`config.mk`:
```
export PLATFORM = sky130hd
export DESIGN_NAME = uart_autoflow
export DESIGN_NICKNAME = d
export VERILOG_FILES = /design/src/rtl/uart_afc_pkg.sv /design/src/rtl/afc_rx_ctrl.sv /design/src/rtl/afc_cts_mon.sv /design/src/rtl/afc_tx_gate.sv /design/src/rtl/uart_autoflow.sv
export SDC_FILE = /design/constraint.sdc
export NUM_CORES = 1
export LEC_CHECK = 0
export ABC_AREA = 1
export BUFFER_PORTS_ARGS = -buffer_cell sky130_fd_sc_hd__buf_4
export CORE_AREA = 4 4 41 43
export CTS_BUF_LIST = sky130_fd_sc_hd__clkbuf_8
export CTS_CLUSTER_DIAMETER = 80
export DETAILED_ROUTE_END_ITERATION = 8
export DIE_AREA = 0 0 45 47
export GPL_ROUTABILITY_DRIVEN = 0
export PLACE_DENSITY = 0.78
export RECOVER_POWER = 100
export REMOVE_ABC_BUFFERS = 1
export SLEW_MARGIN = 20
export SYNTH_ARGS = -nofsm -noshare
export SYNTH_HDL_FRONTEND = slang
export SYNTH_SLANG_ARGS = --single-unit
```
`constraint.sdc`:
```
create_clock -name clk -period 1 [get_ports clk]
set_input_delay 0.2 -clock clk [delete_from_list [all_inputs] [get_ports clk]]
set_output_delay 0.2 -clock clk [all_outputs]
set_load 0.1 [all_outputs]
```
`src/rtl/uart_afc_pkg.sv`:
```
package uart_afc_pkg;
   localparam int NUM_LVL = 4;
   typedef logic [1:0] lvl_sel_t;

   // neighbour index above, saturating at the top of the table
   function automatic lvl_sel_t sel_up(lvl_sel_t s);
      return (s == lvl_sel_t'(NUM_LVL - 1)) ? s : s + 2'd1;
   endfunction

   // neighbour index below, saturating at the bottom of the table
   function automatic lvl_sel_t sel_dn(lvl_sel_t s);
      return (s == 2'd0) ? s : s - 2'd1;
   endfunction
endpackage

```
`src/rtl/afc_rx_ctrl.sv`:
```
module afc_rx_ctrl
   import uart_afc_pkg::*;
#(
   parameter int CNT_W = 7,
   parameter int TRIG_LVL [NUM_LVL] = '{8, 16, 56, 60}
) (
   input  logic             clk,
   input  logic             rst_n,
   input  logic [CNT_W-1:0] fifo_count,
   input  lvl_sel_t         trig_sel,
   input  logic             rts_auto_en,
   input  logic             rts_sw,
   output logic             rts_pin,
   output logic             rx_thresh_irq
);
   int   fill;
   logic at_thr, at_upper, below_lower;
   logic hold_q, hold_d;

   always_comb begin
      fill        = int'(fifo_count);
      at_thr      = fill >= TRIG_LVL[trig_sel];
      at_upper    = fill >= TRIG_LVL[sel_up(trig_sel)];
      below_lower = fill <  TRIG_LVL[sel_dn(trig_sel)];
      if (!rts_auto_en)     hold_d = 1'b0;
      else if (at_upper)    hold_d = 1'b1;
      else if (below_lower) hold_d = 1'b0;
      else                  hold_d = hold_q;
   end

   always_ff @(posedge clk or negedge rst_n) begin
      if (!rst_n) begin
         hold_q        <= 1'b0;
         rts_pin       <= 1'b0;
         rx_thresh_irq <= 1'b0;
      end else begin
         hold_q        <= hold_d;
         rts_pin       <= rts_auto_en ? hold_d : rts_sw;
         rx_thresh_irq <= rts_auto_en & at_thr;
      end
   end
endmodule

```
`src/rtl/afc_cts_mon.sv`:
```
module afc_cts_mon #(
   parameter int STAGES = 2
) (
   input  logic clk,
   input  logic rst_n,
   input  logic cts_pin,
   input  logic cts_auto_en,
   input  logic cts_irq_en,
   input  logic irq_clr,
   output logic cts_sync,
   output logic cts_irq
);
   logic [STAGES:0] chain;
   logic            prev_q;
   logic            req_rise;

   assign chain[0] = cts_pin;

   generate
      for (genvar g = 0; g < STAGES; g++) begin : g_sync
         always_ff @(posedge clk or negedge rst_n) begin
            if (!rst_n) chain[g+1] <= 1'b0;
            else        chain[g+1] <= chain[g];
         end
      end
   endgenerate

   assign cts_sync = chain[STAGES];
   assign req_rise = cts_sync & ~prev_q;

   always_ff @(posedge clk or negedge rst_n) begin
      if (!rst_n) begin
         prev_q  <= 1'b0;
         cts_irq <= 1'b0;
      end else begin
         prev_q <= cts_sync;
         if (req_rise && cts_auto_en && cts_irq_en) cts_irq <= 1'b1;
         else if (irq_clr)                          cts_irq <= 1'b0;
      end
   end
endmodule

```
`src/rtl/afc_tx_gate.sv`:
```
module afc_tx_gate (
   input  logic clk,
   input  logic rst_n,
   input  logic cts_sync,
   input  logic cts_auto_en,
   input  logic tx_busy,
   input  logic char_done,
   output logic tx_allow
);
   logic mid_char;
   assign mid_char = tx_busy & ~char_done;

   always_ff @(posedge clk or negedge rst_n) begin
      if (!rst_n)                        tx_allow <= 1'b1;
      else if (!cts_auto_en || !cts_sync) tx_allow <= 1'b1;
      else                               tx_allow <= tx_allow & mid_char;
   end
endmodule

```
`src/rtl/uart_autoflow.sv`:
```
module uart_autoflow
   import uart_afc_pkg::*;
#(
   parameter int FIFO_DEPTH  = 64,
   parameter int SYNC_STAGES = 2,
   parameter int TRIG_LVL [NUM_LVL] = '{8, 16, 56, 60},
   localparam int CNT_W = $clog2(FIFO_DEPTH + 1)
) (
   input  logic             clk,
   input  logic             rst_n,
   input  logic [CNT_W-1:0] fifo_count,
   input  logic [1:0]       trig_sel,
   input  logic             rts_auto_en,
   input  logic             cts_auto_en,
   input  logic             rts_sw,
   input  logic             cts_irq_en,
   input  logic             irq_clr,
   input  logic             tx_busy,
   input  logic             char_done,
   input  logic             cts_pin,
   output logic             rts_pin,
   output logic             tx_allow,
   output logic             rx_thresh_irq,
   output logic             cts_irq
);
   logic cts_sync;

   generate
      if (SYNC_STAGES < 2)
         $error("SYNC_STAGES must be at least 2");
      for (genvar k = 0; k < NUM_LVL; k++) begin : g_lvl_chk
         if (TRIG_LVL[k] < 1 || TRIG_LVL[k] > FIFO_DEPTH)
            $error("threshold outside FIFO range");
         if (k > 0) begin : g_ord
            if (TRIG_LVL[k] <= TRIG_LVL[k-1])
               $error("thresholds must ascend");
         end
      end
   endgenerate

   afc_rx_ctrl #(.CNT_W(CNT_W), .TRIG_LVL(TRIG_LVL)) u_rx (
      .clk(clk), .rst_n(rst_n), .fifo_count(fifo_count),
      .trig_sel(lvl_sel_t'(trig_sel)), .rts_auto_en(rts_auto_en),
      .rts_sw(rts_sw), .rts_pin(rts_pin), .rx_thresh_irq(rx_thresh_irq)
   );

   afc_cts_mon #(.STAGES(SYNC_STAGES)) u_cts (
      .clk(clk), .rst_n(rst_n), .cts_pin(cts_pin),
      .cts_auto_en(cts_auto_en), .cts_irq_en(cts_irq_en),
      .irq_clr(irq_clr), .cts_sync(cts_sync), .cts_irq(cts_irq)
   );

   afc_tx_gate u_gate (
      .clk(clk), .rst_n(rst_n), .cts_sync(cts_sync),
      .cts_auto_en(cts_auto_en), .tx_busy(tx_busy),
      .char_done(char_done), .tx_allow(tx_allow)
   );
endmodule

```
Yosys cells after proc, flatten, opt, wreduce, memory -nomap -nowiden
Cells that the tools add are included.

Word-level logic and storage cells: 51. Bits in registers: 8. Bits of input ports: 19.

Mux-type cells: 18. Order comparisons: 6. Equality and inequality tests: 1. Reduce and logical (&&, ||, !) cells: 7. Bitwise gates (word level): 9. Add/sub/neg operators: 2.

Operators by type and width (number): binary-select mux 32 bit (select 2 bit) (3); 2-to-1 mux 32 bit (6); greater-or-equal comparator 8 x 32 -> 1 bit (2); < comparator 8 x 32 -> 1 bit (1); greater-or-equal comparator 3 bit, second input constant (3); NOT 2 -> 3 bit (3); 2-to-1 mux 1 bit (7); bitwise AND 1 bit (4); 2-to-1 mux 2 bit (2); adder 2 x 1 -> 2 bit, second input constant (1); == test 2 bit, second input constant (1); logical AND 1 bit (2); logical NOT 1 bit (2); logical NOT 2 bit (1); NOT 1 bit (2); nonzero test 2 bit (1); subtractor 2 x 1 -> 2 bit, second input constant (1); logical OR 1 bit (1).

Depth between registers and ports, before layout
Gate-level depths: netlist of the first run.

Depth after elaboration: 11. Depth in mapped cells: 9.

Cells and area by module
A second synthesis of the first run with hierarchy kept.

Cell total of the unflattened synthesis: 79. Area, all modules: 584.3 um^2.

Modules (own cells, without submodules): afc_rx_ctrl (area each 405.4 um^2, sequential area each 75.1 um^2, times used 1, cells each 61); afc_cts_mon (area each 132.6 um^2, sequential area each 100.1 um^2, times used 1, cells each 12); afc_tx_gate (area each 46.3 um^2, sequential area each 26.3 um^2, times used 1, cells each 6).

Worst setup path after synthesis of the first run
OpenSTA, ideal clock, no wires.

Path kind: reg2reg. From: reg, netlist name u_cts.cts_irq. To: reg u_cts.cts_irq. Stages on the path, launching flop included: 3. Path slack: -0.196 ns. Arrival time: 1.113 ns. Required time: 0.917 ns. Library setup time: 0.083 ns. Cell sequence: dfrtp_1 > inv_1 > o21ai_0.

RTL lines: to (signal assigned) (RTL line afc_cts_mon.sv:34) `cts_irq <= 1'b0;`; to (signal assigned) (RTL line afc_cts_mon.sv:37) `if (req_rise && cts_auto_en && cts_irq_en) cts_irq <= 1'b1;`; to (signal assigned) (RTL line afc_cts_mon.sv:38) `else if (irq_clr) cts_irq <= 1'b0;`; to (decl) (RTL line afc_cts_mon.sv:11) `output logic cts_irq`.

Final worst setup path of the first run
From: reg u_gate.tx_allow. To: out tx_allow.

RTL lines: from (decl) (RTL line afc_tx_gate.sv:8) `output logic tx_allow`; from (signal assigned) (RTL line afc_tx_gate.sv:16) `else tx_allow <= tx_allow & mid_char;`; to (decl) (RTL line uart_autoflow.sv:22) `output logic tx_allow,`.

No word-level cell between the ends.

==> results_tabular.tex, run 1 <==
\begin{tabular}{lr}
\hline
Metric & Value \\
\hline
\multicolumn{2}{l}{\textbf{Place}} \\
\quad Post-DP HPWL & 1075 microns \\
\quad Total of buffers placed on input and output ports & 22 \\
\quad Post-placement worst setup slack & -0.3944 ns \\
\multicolumn{2}{l}{\textbf{Setup path}} \\
\quad Cells along the critical path & buf\_12 \\
\quad Slack of the worst reg-to-reg path & 0.14 ns \\
\quad Crit path arrival time & 0.96 ns \\
\quad Origin of the critical flop-to-flop path & u\_rx.hold\_q\$\_DFF\_PN0\_ \\
\quad Peak fanout along the critical path & 2 \\
\quad Top delay family on crit path & flip-flops \\
\quad Critical Path End Type & output pin \\
\quad CP required & 0.80 ns \\
\quad Number of stages on the worst setup path & 1 \\
\quad Number of buffer and inverter stages on the critical path & 1 \\
\quad Worst reg2reg path depth & 5 \\
\quad Endpoint of the worst-slack reg-to-reg timing path & u\_rx.rts\_pin\$\_DFF\_PN0\_ \\
\quad Critical path type & reg -> out \\
\quad Startpoint types & flop \\
\quad Delay of the slowest cell on the worst path & 0.55 ns \\
\quad Slowest-stage cell, CP & sky130\_fd\_sc\_hd\_\_dfstp\_2 \\
\multicolumn{2}{l}{\textbf{Run}} \\
\quad \# Max-Cap Violations & 0 \\
\multicolumn{2}{l}{\textbf{Min path}} \\
\quad Launch point of the worst hold path & cts\_pin \\
\quad Worst min-delay path category & in -> reg \\
\quad Hold Path Depth & 1 \\
\quad End point of the most critical hold path & u\_cts.chain[1]\$\_DFF\_PN0\_ \\
\multicolumn{2}{l}{\textbf{Pwr}} \\
\quad Combinational share of power & 0.385 \\
\quad Leakage power & 0.5202 nW \\
\quad Internal power component & 0.8327 mW \\
\quad Pwr/cell area & 1134 mW/mm\^{}2 \\
\quad Switching part of the total power & 0.3307 \\
\quad Share of total power in the clock network & 0.323 \\
\quad Psw & 0.4114 mW \\
\quad Fraction of power consumed by sequential logic & 0.292 \\
\quad Max rail drop VDD & 1310 uV \\
\multicolumn{2}{l}{\textbf{Clock tree}} \\
\quad Number of sinks handled by clock tree synthesis & 8 \\
\quad Clock Latency Late Sink & 0.23 ns \\
\quad Clock slew at reported path FFs & 0.04 ns \\
\quad Cell at the root of the clock tree & sky130\_fd\_sc\_hd\_\_clkbuf\_8 \\
\quad Clock tree buffer depth & 2 \\
\quad Clock tree from TritonCTS & done \\
\quad H-tree depth & 1 \\
\quad Inserted Clock Buffers & 3 \\
\multicolumn{2}{l}{\textbf{STA}} \\
\quad Maximum frequency from static timing analysis & 860.8 MHz \\
\quad Worst slack on hold paths & 0.1014 ns \\
\quad RSZ-0062 raised after global routing & yes \\
\quad Least setup slack across all paths after layout & -0.1618 ns \\
\quad Final hold violations & 0 \\
\quad Setup violation total in the final timing report & 6 \\
\quad Tcrit/Tclk final & 1.162 \\
\quad Clk\_skew & 0.001048 ns \\
\quad Summed negative setup slack over all endpoints & -0.3032 ns \\
\quad Final Max Tran Viols & 0 \\
\quad Tmin final & 1.162 ns \\
\multicolumn{2}{l}{\textbf{Logic synthesis}} \\
\quad Fraction of the yosys area taken by sequential cells & 0.3546 \\
\quad Per-instance average area after synthesis & 7.781 sq um \\
\quad Most used flip-flop cell after synthesis & sky130\_fd\_sc\_hd\_\_dfrtp\_1 \\
\quad Fraction of registers with async set or reset after synthesis & 1.000 \\
\quad Post-synthesis cell type count & 17 \\
\quad Number of synthesized flops with an enable pin & 0 \\
\quad Gate count of the mapped netlist & 73 \\
\quad Post-synthesis sequential element count & 8 \\
\quad Post-Syn Area & 568.0 sq um \\
\quad Synth warnings & 0 \\
\multicolumn{2}{l}{\textbf{Finish}} \\
\quad Post-layout nets & 136 \\
\quad Area delta synth->final & 93.17\% \\
\quad Antenna diode count & 0 \\
\quad Top library cells by usage in the layout, fill and taps aside & sky130\_fd\_sc\_hd\_\_buf\_4, sky130\_fd\_sc\_hd\_\_inv\_1, sky130\_fd\_sc\_hd\_\_ha\_4 \\
\quad Leading cell type in the layout, fill and taps excluded & sky130\_fd\_sc\_hd\_\_buf\_4 \\
\quad Number of inserted filler cells in the final layout & 61 \\
\quad Share of layout cells above drive strength 1 & 0.5566 \\
\multicolumn{2}{l}{\textbf{Floorplanning}} \\
\quad Total core area & 0.001301 sq mm \\
\quad Die Height & 47 microns \\
\quad Num rows & 13 \\
\quad Starting density of the core & 0.4365 \\
\quad Total Die Area & 0.002115 sq mm \\
\quad I/O Pins & 23 \\
\quad Chip Width & 45 microns \\
\multicolumn{2}{l}{\textbf{Global route}} \\
\quad Maximum number of pins on one net before global-route repair & 9 \\
\quad Global-route wire length before repair & 2842 microns \\
\quad Total overflow reported by the global router & 0 \\
\quad Antenna violations before repair & 0 \\
\quad Via count of the first global-routing pass & 640 \\
\quad Gr usage total & 0.1954 \\
\multicolumn{2}{l}{\textbf{Route}} \\
\quad Total Routed Length & 1932 microns \\
\quad Number of DRC violations after detailed-routing iteration 0 & 3 \\
\quad DR vias & 622 \\
\quad Antenna viol nets, final & 0 \\
\quad Drt first pass iters & 4 \\
\quad Vias per Instance & 5.140 \\
\quad Remaining DRCs & 0 \\
\quad Avg WL per Cell & 15.97 microns \\
\multicolumn{2}{l}{\textbf{Outcome}} \\
\quad Violations in the final reports & negative setup slack \\
\quad Result of the run & finished, violations left \\
\hline
\end{tabular}
[area by class of cell]
cell class / instances / area [sq um] / share of cell area
well taps: 15 / 18.77 / 0.01710
repair buffers: 30 / 287.8 / 0.2623
inverters: 14 / 60.06 / 0.05473
flip-flops and latches: 8 / 201.4 / 0.1836
clock inverters: 1 / 3.754 / 0.003421
multi-input cells: 50 / 484.2 / 0.4413
clock buffers: 3 / 41.29 / 0.03763
[state kept, by name, indices dropped and copies added, names as in the netlist]
| name | count |
|---|---|
| u_cts.chain | 1 |
| u_cts.cts_irq | 1 |
| u_cts.cts_sync | 1 |
| u_cts.prev_q | 1 |
| u_gate.tx_allow | 1 |
| u_rx.hold_q | 1 |
| u_rx.rts_pin | 1 |
| u_rx.rx_thresh_irq | 1 |
[worst max-delay path by stage]
| stage | slack, ns | start | to |
|---|---|---|---|
| floorplan | -0.20 | u_cts.cts_irq$_DFFE_PN0P_ | u_cts.cts_irq$_DFFE_PN0P_ |
| finish | -0.16 | u_gate.tx_allow$_DFF_PN1_ | tx_allow |
| detailed placement | -0.39 | trig_sel[1] | u_rx.rts_pin$_DFF_PN0_ |
| global route | -0.19 | u_gate.tx_allow$_DFF_PN1_ | tx_allow |
| global placement | -0.33 | trig_sel[1] | u_rx.rts_pin$_DFF_PN0_ |
| CTS | -0.16 | u_gate.tx_allow$_DFF_PN1_ | tx_allow |
[power by group through the flow]
| stage | combinational (mW) | clock [mW] | sequential [mW] |
|---|---|---|---|
| 6_report | 0.479 | 0.402 | 0.363 |
| 2_1_floorplan | 0.0999 | 0 | 0.447 |
| 4_1_cts | 0.393 | 0.408 | 0.362 |
| 3_3_place_gp | 0.308 | 0 | 0.360 |
| 3_5_place_dp | 0.317 | 0 | 0.361 |
| 5_1_grt | 0.514 | 0.427 | 0.366 |
[synthesized netlist by cell type (2+ instances only)]
library cell / number / area share
sky130_fd_sc_hd__nand3_1: 5 / 0.044
sky130_fd_sc_hd__nor2_1: 11 / 0.073
sky130_fd_sc_hd__dfrtp_1: 7 / 0.31
sky130_fd_sc_hd__nand4_1: 2 / 0.022
sky130_fd_sc_hd__o21ai_0: 3 / 0.026
sky130_fd_sc_hd__ha_1: 10 / 0.22
sky130_fd_sc_hd__inv_1: 14 / 0.093
sky130_fd_sc_hd__nand2_1: 12 / 0.079
[per-layer routing]
| layer | wire (microns) | track usage | vias up |
|---|---|---|---|
| met5 | 0 | 0 | - |
| met4 | 48 | 0.1170 | 0 |
| met3 | 73 | 0.05747 | 6 |
| met2 | 1093 | 0.3418 | 24 |
| met1 | 717 | 0.2079 | 291 |
| li1 | - | - | 301 |
[logic make-up after synthesis]
logic type / count (synthesis) / share of synthesized area
compound gates: 6 / 0.06387
simple gates: 33 / 0.2555
buf+inv: 15 / 0.09911
other cells: 1 / 0.006602
flops: 8 / 0.3546
fa+ha+maj: 10 / 0.2203
[metrics by stage]
stage            util  cell area, sq um  instances  total power [mW]
6_report       0.8433              1097        121             1.244
5_1_grt        0.8433              1097        121             1.307
4_1_cts        0.7712              1003        120             1.163
3_5_place_dp   0.6038             785.8        114            0.6777
3_3_place_gp   0.6038             785.8        114            0.6678
2_1_floorplan       -             564.3         72            0.5465
[timing repair]
item,CTS,global route
resized for setup,31,20
hold endpoints to repair,8,0
hold buffers,1,0
buffers inserted,1,1
gates cloned,0,0
pin swaps,16,16
setup endpoints to repair,7,7
No activity file was read; power rests on OpenSTA's default activity.
==> run 2: changes to the inputs <==
--- a/config.mk
+++ b/config.mk
@@ -8,7 +8,6 @@
 export ABC_AREA = 1
 export BUFFER_PORTS_ARGS = -buffer_cell sky130_fd_sc_hd__buf_4
 export CORE_AREA = 4 4 41 43
-export CTS_BUF_LIST = sky130_fd_sc_hd__clkbuf_8
 export CTS_CLUSTER_DIAMETER = 80
 export DETAILED_ROUTE_END_ITERATION = 8
 export DIE_AREA = 0 0 45 47
==> results_tabular.tex, run 2 (same netlist as run 1, synthesis figures left out) <==
\begin{tabular}{lr}
\hline
Metric & Value \\
\hline
\multicolumn{2}{l}{\textbf{Finish}} \\
\quad Antenna diode count & 0 \\
\quad Leading cell type in the layout, fill and taps excluded & sky130\_fd\_sc\_hd\_\_buf\_4 \\
\quad Post-layout nets & 136 \\
\quad Number of inserted filler cells in the final layout & 79 \\
\quad Area delta synth->final & 83.04\% \\
\quad Share of layout cells above drive strength 1 & 0.4906 \\
\quad Top library cells by usage in the layout, fill and taps aside & sky130\_fd\_sc\_hd\_\_buf\_4, sky130\_fd\_sc\_hd\_\_inv\_1, sky130\_fd\_sc\_hd\_\_nand2\_1, sky130\_fd\_sc\_hd\_\_nor2\_1 \\
\quad Final std cell area, no fill & 0.001040 sq mm \\
\multicolumn{2}{l}{\textbf{Route}} \\
\quad Avg WL per Cell & 12.74 microns \\
\quad DR vias & 587 \\
\quad Vias per Instance & 4.851 \\
\quad Total Routed Length & 1541 microns \\
\quad Drt first pass iters & 4 \\
\quad Number of DRC violations after detailed-routing iteration 0 & 4 \\
\quad Remaining DRCs & 0 \\
\quad Antenna viol nets, final & 0 \\
\multicolumn{2}{l}{\textbf{STA}} \\
\quad Least setup slack across all paths after layout & -0.1763 ns \\
\quad Tmin final & 1.176 ns \\
\quad Clk\_skew & 0.002427 ns \\
\quad Tcrit/Tclk final & 1.176 \\
\quad Worst slack on hold paths & 0.08555 ns \\
\quad Final Max Tran Viols & 0 \\
\quad Maximum frequency from static timing analysis & 850.1 MHz \\
\quad Final hold violations & 0 \\
\quad RSZ-0062 raised after global routing & yes \\
\quad Setup violation total in the final timing report & 7 \\
\multicolumn{2}{l}{\textbf{Outcome}} \\
\quad Result of the run & finished, violations left \\
\quad Violations in the final reports & negative setup slack \\
\multicolumn{2}{l}{\textbf{Pwr}} \\
\quad Leakage power & 0.5056 nW \\
\quad Pwr/cell area & 1014 mW/mm\^{}2 \\
\quad Max rail drop VDD & 880.5 uV \\
\multicolumn{2}{l}{\textbf{Global route}} \\
\quad Grt met1 use & 0.1752 \\
\quad Global-route wire length before repair & 2470 microns \\
\quad Maximum number of pins on one net before global-route repair & 9 \\
\quad Met3 track utilization from global routing & 0.05364 \\
\quad Gr usage total & 0.1699 \\
\quad Antenna violations before repair & 0 \\
\quad Via count of the first global-routing pass & 604 \\
\quad Met2 Resource Use GR & 0.3164 \\
\quad Global-route layer with the greatest usage & met2 \\
\quad Total overflow reported by the global router & 0 \\
\multicolumn{2}{l}{\textbf{Setup path}} \\
\quad Endpoint of the worst-slack reg-to-reg timing path & u\_rx.rts\_pin\$\_DFF\_PN0\_ \\
\quad Crit path arrival time & 0.98 ns \\
\quad Critical Path End Type & output pin \\
\quad CP required & 0.80 ns \\
\quad Worst reg2reg path depth & 5 \\
\quad Delay of the slowest cell on the worst path & 0.55 ns \\
\quad Origin of the critical flop-to-flop path & u\_rx.hold\_q\$\_DFF\_PN0\_ \\
\quad Slowest-stage cell, CP & sky130\_fd\_sc\_hd\_\_dfstp\_2 \\
\quad Peak fanout along the critical path & 2 \\
\quad Cells along the critical path & buf\_12 \\
\quad Slack of the worst reg-to-reg path & 0.20 ns \\
\quad Critical path type & reg -> out \\
\quad Startpoint types & flop \\
\quad Top delay family on crit path & flip-flops \\
\quad Number of buffer and inverter stages on the critical path & 1 \\
\multicolumn{2}{l}{\textbf{Floorplanning}} \\
\quad I/O Pins & 23 \\
\quad Total core area & 0.001301 sq mm \\
\quad Total Die Area & 0.002115 sq mm \\
\quad Chip Width & 45 microns \\
\quad Die Height & 47 microns \\
\quad Starting density of the core & 0.4365 \\
\quad Num rows & 13 \\
\multicolumn{2}{l}{\textbf{Place}} \\
\quad Post-placement worst setup slack & -0.3944 ns \\
\quad Total of buffers placed on input and output ports & 22 \\
\quad Placed cell areas & 785.8 sq um \\
\quad Post-DP HPWL & 1075 microns \\
\multicolumn{2}{l}{\textbf{Clock tree}} \\
\quad Number of sinks handled by clock tree synthesis & 8 \\
\quad Clock Latency Late Sink & 0.25 ns \\
\quad Cell at the root of the clock tree & sky130\_fd\_sc\_hd\_\_clkbuf\_4 \\
\quad Clock tree from TritonCTS & done \\
\quad Clock slew at reported path FFs & 0.05 ns \\
\quad H-tree depth & 1 \\
\quad Clock tree buffer depth & 2 \\
\quad Inserted Clock Buffers & 3 \\
\multicolumn{2}{l}{\textbf{Min path}} \\
\quad End point of the most critical hold path & u\_cts.chain[1]\$\_DFF\_PN0\_ \\
\quad Launch point of the worst hold path & cts\_pin \\
\quad Hold Path Depth & 1 \\
\quad Worst min-delay path category & in -> reg \\
\multicolumn{2}{l}{\textbf{Run}} \\
\quad \# Max-Cap Violations & 0 \\
\hline
\end{tabular}
[run 2: area by class of cell]
| type | instances | area, sq um | share of cell area |
|---|---|---|---|
| Timing Repair Buffer | 30 | 292.8 | 0.2816 |
| Tap cell | 15 | 18.77 | 0.01805 |
| Sequential cell | 8 | 201.4 | 0.1937 |
| Multi-Input combinational cell | 50 | 440.4 | 0.4236 |
| Clock buffer | 4 | 26.28 | 0.02527 |
| Inverter | 14 | 60.06 | 0.05776 |
[run 2: layer usage]
metal | wire [microns] | vias to the layer above
met2 | 853 | 14
met3 | 68 | 2
met4 | 12 | 0
met1 | 607 | 273
met5 | 0 | -
li1 | - | 298
[run 2: worst max-delay path by stage]
| stage | from | endpoint | slack [ns] | depth (start not counted) |
|---|---|---|---|---|
| global route | u_gate.tx_allow$_DFF_PN1_ | tx_allow | -0.22 | 1 |
| CTS | u_gate.tx_allow$_DFF_PN1_ | tx_allow | -0.18 | 1 |
| floorplan | u_cts.cts_irq$_DFFE_PN0P_ | u_cts.cts_irq$_DFFE_PN0P_ | -0.20 | 2 |
| global placement | trig_sel[1] | u_rx.rts_pin$_DFF_PN0_ | -0.33 | 9 |
| finish | u_gate.tx_allow$_DFF_PN1_ | tx_allow | -0.18 | 1 |
| detailed placement | trig_sel[1] | u_rx.rts_pin$_DFF_PN0_ | -0.39 | 9 |
[run 2: power breakdown]
part | internal [mW] | switching, mW | leakage [nW]
clock | 0.152 | 0.102 | 0.0150
combinational | 0.203 | 0.235 | 0.395
sequential | 0.347 | 0.0145 | 0.0954
[run 2: stage by stage]
| stage | utilization | TNS [ns] | total power, mW | instances |
|---|---|---|---|---|
| global route | 0.7990 | -0.6235 | 1.125 | 121 |
| finish | 0.7990 | -0.3442 | 1.054 | 121 |
| CTS | 0.7596 | -0.3383 | 1.019 | 120 |
| detailed placement | 0.6038 | -1.118 | 0.6777 | 114 |
| floorplan | - | -0.9645 | 0.5465 | 72 |
| global placement | 0.6038 | -0.9812 | 0.6678 | 114 |
[run 2: timing repair]
item / CTS / global route
hold buffers: 1 / 0
setup buffers: 1 / 1
hold endpoints to repair: 8 / 0
setup endpoints to repair: 7 / 7
resized for setup: 32 / 12
pin swaps: 16 / 17
